[src/rtl/barrier_pkg.sv]
package barrier_pkg;

    typedef enum logic [2:0] {
        ST_IDLE  = 3'd0,
        ST_LIFT  = 3'd1,
        ST_TALLY = 3'd2,
        ST_PASS  = 3'd3,
        ST_DROP  = 3'd4
    } gate_state_t;

    // bit positions inside the synchronised sensor vector
    localparam int SENSE_CAR  = 0;
    localparam int SENSE_UP   = 1;
    localparam int SENSE_DOWN = 2;
    localparam int SENSE_W    = 3;

endpackage

[src/rtl/bit_sync.sv]
module bit_sync #(
    parameter int STAGES = 2,
    parameter int WIDTH  = 1
) (
    input  logic             clk,
    input  logic             rst,
    input  logic [WIDTH-1:0] d,
    output logic [WIDTH-1:0] q
);

    localparam int LAST = STAGES - 1;

    logic [WIDTH-1:0] chain [STAGES];

    always_ff @(posedge clk) begin
        if (rst) begin
            for (int s = 0; s < STAGES; s++) begin
                chain[s] <= '0;
            end
        end else begin
            chain[0] <= d;
            for (int s = 1; s < STAGES; s++) begin
                chain[s] <= chain[s-1];
            end
        end
    end

    assign q = chain[LAST];

endmodule

[src/rtl/gate_fsm.sv]
module gate_fsm
    import barrier_pkg::*;
(
    input  logic clk,
    input  logic rst,
    input  logic car_s,
    input  logic up_s,
    input  logic down_s,
    input  logic ack,
    output logic lift_cmd,
    output logic drop_cmd,
    output logic tally_req
);

    gate_state_t state_q;
    gate_state_t state_d;

    // next-state logic
    always_comb begin
        state_d = state_q;
        unique case (state_q)
            ST_IDLE:  if (car_s)  state_d = ST_LIFT;
            ST_LIFT:  if (up_s)   state_d = ST_TALLY;
            ST_TALLY: if (ack)    state_d = ST_PASS;
            ST_PASS:  if (!car_s) state_d = ST_DROP;
            ST_DROP:  if (down_s) state_d = ST_IDLE;
            default:              state_d = ST_IDLE;
        endcase
    end

    // state register
    always_ff @(posedge clk) begin
        if (rst) state_q <= ST_IDLE;
        else     state_q <= state_d;
    end

    // registered outputs, decoded from the state being entered
    always_ff @(posedge clk) begin
        if (rst) begin
            lift_cmd  <= 1'b0;
            drop_cmd  <= 1'b0;
            tally_req <= 1'b0;
        end else begin
            lift_cmd  <= 1'b0;
            drop_cmd  <= 1'b0;
            tally_req <= 1'b0;
            unique case (state_d)
                ST_LIFT:  lift_cmd  <= 1'b1;
                ST_TALLY: tally_req <= 1'b1;
                ST_DROP:  drop_cmd  <= 1'b1;
                default:  ;
            endcase
        end
    end

    p_reset_quiet_r1: assert property (@(posedge clk)
        $past(rst) |-> (!lift_cmd && !drop_cmd && !tally_req));

    p_idle_hold_r2: assert property (@(posedge clk) disable iff (rst)
        (state_q == ST_IDLE && !car_s) |=> (state_q == ST_IDLE && !lift_cmd));

    p_lift_hold_r3: assert property (@(posedge clk) disable iff (rst)
        (lift_cmd && !up_s) |=> lift_cmd);

    p_lift_to_req_r3: assert property (@(posedge clk) disable iff (rst)
        (lift_cmd && up_s) |=> (tally_req && !lift_cmd));

    p_req_hold_r4: assert property (@(posedge clk) disable iff (rst)
        (tally_req && !ack) |=> tally_req);

    p_req_release_r5: assert property (@(posedge clk) disable iff (rst)
        (tally_req && ack) |=> (!tally_req && state_q == ST_PASS));

    p_idle_ack_ignored_r6: assert property (@(posedge clk) disable iff (rst)
        (state_q == ST_IDLE && !car_s && ack) |=> !tally_req);

    p_pass_wait_r7: assert property (@(posedge clk) disable iff (rst)
        (state_q == ST_PASS && car_s) |=> (state_q == ST_PASS && !drop_cmd));

    p_drop_end_r8: assert property (@(posedge clk) disable iff (rst)
        (drop_cmd && down_s) |=> (!drop_cmd && !lift_cmd && !tally_req));

    p_motor_excl_r9: assert property (@(posedge clk) disable iff (rst)
        !(lift_cmd && drop_cmd));

endmodule

[src/rtl/barrier_ctrl.sv]
module barrier_ctrl
    import barrier_pkg::*;
#(
    parameter int SYNC_STAGES = 2
) (
    input  logic clk,
    input  logic rst,
    input  logic car_present,
    input  logic arm_up,
    input  logic arm_down,
    input  logic tally_done,
    output logic lift_cmd,
    output logic drop_cmd,
    output logic tally_req
);

    logic [SENSE_W-1:0] sense_raw;
    logic [SENSE_W-1:0] sense_s;

    always_comb begin
        sense_raw             = '0;
        sense_raw[SENSE_CAR]  = car_present;
        sense_raw[SENSE_UP]   = arm_up;
        sense_raw[SENSE_DOWN] = arm_down;
    end

    bit_sync #(
        .STAGES (SYNC_STAGES),
        .WIDTH  (SENSE_W)
    ) u_sync (
        .clk (clk),
        .rst (rst),
        .d   (sense_raw),
        .q   (sense_s)
    );

    gate_fsm u_fsm (
        .clk       (clk),
        .rst       (rst),
        .car_s     (sense_s[SENSE_CAR]),
        .up_s      (sense_s[SENSE_UP]),
        .down_s    (sense_s[SENSE_DOWN]),
        .ack       (tally_done),
        .lift_cmd  (lift_cmd),
        .drop_cmd  (drop_cmd),
        .tally_req (tally_req)
    );

endmodule

[config.mk]
export PLATFORM = sky130hd
export DESIGN_NAME = barrier_ctrl
export DESIGN_NICKNAME = d
export VERILOG_FILES = /design/src/rtl/barrier_pkg.sv /design/src/rtl/bit_sync.sv /design/src/rtl/gate_fsm.sv /design/src/rtl/barrier_ctrl.sv
export SDC_FILE = /design/constraint.sdc
export NUM_CORES = 1
export LEC_CHECK = 0
export BUFFER_PORTS_ARGS = -buffer_cell sky130_fd_sc_hd__buf_2
export CORE_AREA = 2 2 39 41
export CTS_CLUSTER_SIZE = 28
export DETAILED_ROUTE_END_ITERATION = 10
export DIE_AREA = 0 0 41 43
export SLEW_MARGIN = 20
export SYNTH_ARGS = -nofsm -noshare
export SYNTH_HDL_FRONTEND = slang
export SYNTH_SLANG_ARGS = --single-unit
[constraint.sdc]
create_clock -name clk -period 2.1 [get_ports clk]
set_input_delay 0.315 -clock clk [delete_from_list [all_inputs] [get_ports clk]]
set_output_delay 0.315 -clock clk [all_outputs]
set_load 0.02 [all_outputs]
==> flow_summary.toml <==
[run_status]
status = "complete, no violations"

[route]
drt_iter0_drc = 2
firstDrtPassIters = 4
drc_errors = 0
ant_nets = 0
num_vias = 281
wl_um = 582
wire_per_inst_um = 8.95
avgViaCountPerCell = 4.32

[floorplanning]
die_h_um = 43
core-area_um2 = 1380
die_w_um = 41
dieArea_um2 = 1760
initial_core_util_pct = 29.2
io_pins = 9
num_rows = 14

[critical_path]
worstReg2RegEnd = "u_fsm.drop_cmd"
max_stage_delay_ns = 0.53
crit_slowest_cell = "or4b_1"
path_max_fanout = 7
worstSetupPathType = "register to register"
arrival_ns = 1.52
r2r_cells = 3
required_ns = 2.30
crit-reg2reg-launch = "u_fsm.state_q[0]"
cp-start-kind = "register"
rrSetupSlack_ns = 0.77
cp-end-kind = "register"
crit_chain = "inv_1 -> or4b_1 -> a21oi_1"

[place]
hpwlAfterDp_um = 425
place_congestion = 0.641
dp.cells = 61
portBuffers = 8

[clock_network]
clk_path_buf_depth = 2
post_cts.repair.setup_buffers = 0
cts_made_buffers = 3
clk_latency_ns = 0.26
cts.sinks = 12
cts_hold_buffers = 0
cts-resized-gates = 0
cts_tree = "built"
h-tree-depth = 1
root_buffer = "clkbuf_4"
path_clk_slew_ns = 0.07

[sta]
report.final.slew_viol_count = 0
final-setup-viol-count = 0
clock_skew_ns = 0.00242
period_share_pct = 63.1
hold_violations = 0
maxSlewHeadroom_pct = 78.4
fin_crit_ns = 1.33
tightest_slew_ns = 0.316
rsz0062_at_grt = "false"
tns_ns = 0
max_freq_ghz = 0.754

[synth]
synthTopCellsByArea = "dfxtp_1 59%, nor2b_1 9.3%, a21oi_1 6.2%"
ys.flop_type = "dfxtp_1"
yosysTopAreaCell = "dfxtp_1"
synthArstFlopShare_pct = 0
avgSynthCellArea_um2 = 10.6
synth_seq_cells = 12
netlist-cell-type-count = 17
synthTopCellsByCount = "12 x dfxtp_1, 6 x nor2b_1, 5 x a21oi_1"
yosysWarningCount = 0
synth-edff-count = 0
syn-cell-area_um2 = 404
yosysMostFrequentCell = "dfxtp_1"
syn_inst = 38
synth_fp_nets = 44
yosys.area.top_type_share_pct = 59.4
ys_seq_area_share_pct = 59.4

[finish]
fin_cells = 65
area.growth.synth_to_final_pct = 21.1
diodes = 0
final_nets = 56
drive_gt1_share_pct = 28.6

[hold_path]
hold_path_class = "primary input to register"
holdPathEnd = "u_sync.chain[0][1]"
hp-start = "arm_up"
min_path_cells = 2

[grt]
first_global_vias = 238
grt_pass1_wl_um = 938
grt_max_degree = 10
grt.total_usage_pct = 8.48
gr-total-overflow = 0
antenna_found_initial = 0

[power_and_ir_drop]
leakage_nw = 0.196
powerDensity_nw_per_um2 = 894
peakVddDrop_uv = 400
finalPower_w = 0.000438

[flow_run]
maxCapViolations = 0
[cell type report]
cell class	instances	area (um^2)
fill	143	895
sequential	12	240
timing repair buffer	8	40.0
inverter	2	7.51
multi-input combinational	23	145
clock buffer	4	36.3
tap	16	20.0
[through the flow]
step / utilization [%] / setup slack, ns / hold WS, ns / area (um^2)
after global routing: 35.4 / 0.675 / 0.233 / 489
after CTS: 35.4 / 0.772 / 0.244 / 489
after detailed placement: 32.7 / 0.795 / 0.423 / 453
after global placement: 32.7 / 0.774 / 0.419 / 453
final: 35.4 / 0.774 / 0.255 / 489
after floorplan: - / 0.866 / 0.384 / 404
[registers in the layout, indices dropped and copies added, names as in the netlist]
signal and flops:
u_fsm.drop_cmd 1, u_fsm.lift_cmd 1, u_fsm.state_q 3, u_fsm.tally_req 1, u_sync.chain 6
[critical path: cells and delay by family (launching register included)]
family | cells | cell delay, ns
AND/OR/NAND/NOR | 1 | 0.53
flip-flops | 1 | 0.45
AO/OA/AOI/OAI | 1 | 0.16
buffers and inverters | 1 | 0.12
[logic make-up after synthesis]
family | after synthesis | synth area share [%]
DFF | 12 | 59.4
AOI/OAI and AO/OA | 8 | 11.1
buffers and inverters | 3 | 4.64
and+or+nand+nor | 14 | 22.6
xor gates and xnor gates | 1 | 2.17
[placed cells by master (no fill, tap or decap)]
master	instances
dfxtp_1	12
buf_2	8
nor2b_1	6
a21oi_1	5
clkbuf_4	3
inv_1	2
nand3b_1	1
nand3_1	1
or2_2	1
o21ai_0	1
or4b_2	1
or4b_1	1
nor3b_1	1
a31oi_1	1
xnor2_1	1
nand2_1	1
nor2_1	1
a2111oi_0	1
clkbuf_8	1
[metal layers]
| layer | routed length, um | GRT usage [%] |
|---|---|---|
| met5 | 0 | 0 |
| met4 | 0 | 4.00 |
| met3 | 58 | 7.85 |
| met2 | 254 | 10.0 |
| met1 | 269 | 10.2 |
[worst max path at each step]
stage                       end              from  slack [ns]
6_report         u_fsm.drop_cmd  u_fsm.state_q[0]        0.77
3_5_place_dp     u_fsm.drop_cmd  u_fsm.state_q[0]        0.79
3_3_place_gp     u_fsm.drop_cmd  u_fsm.state_q[0]        0.77
2_1_floorplan    u_fsm.drop_cmd  u_fsm.state_q[1]        0.87
5_1_grt        u_fsm.state_q[2]  u_fsm.state_q[0]        0.68
4_1_cts          u_fsm.drop_cmd  u_fsm.state_q[0]        0.77
[power by group]
| group | switching, W | internal [W] | total (W) |
|---|---|---|---|
| Combinational | 0.0000105 | 0.0000110 | 0.0000215 |
| Sequential | 0.00000467 | 0.000235 | 0.000240 |
| Clock | 0.0000707 | 0.000105 | 0.000176 |
No activity file was read; power rests on OpenSTA's default activity.
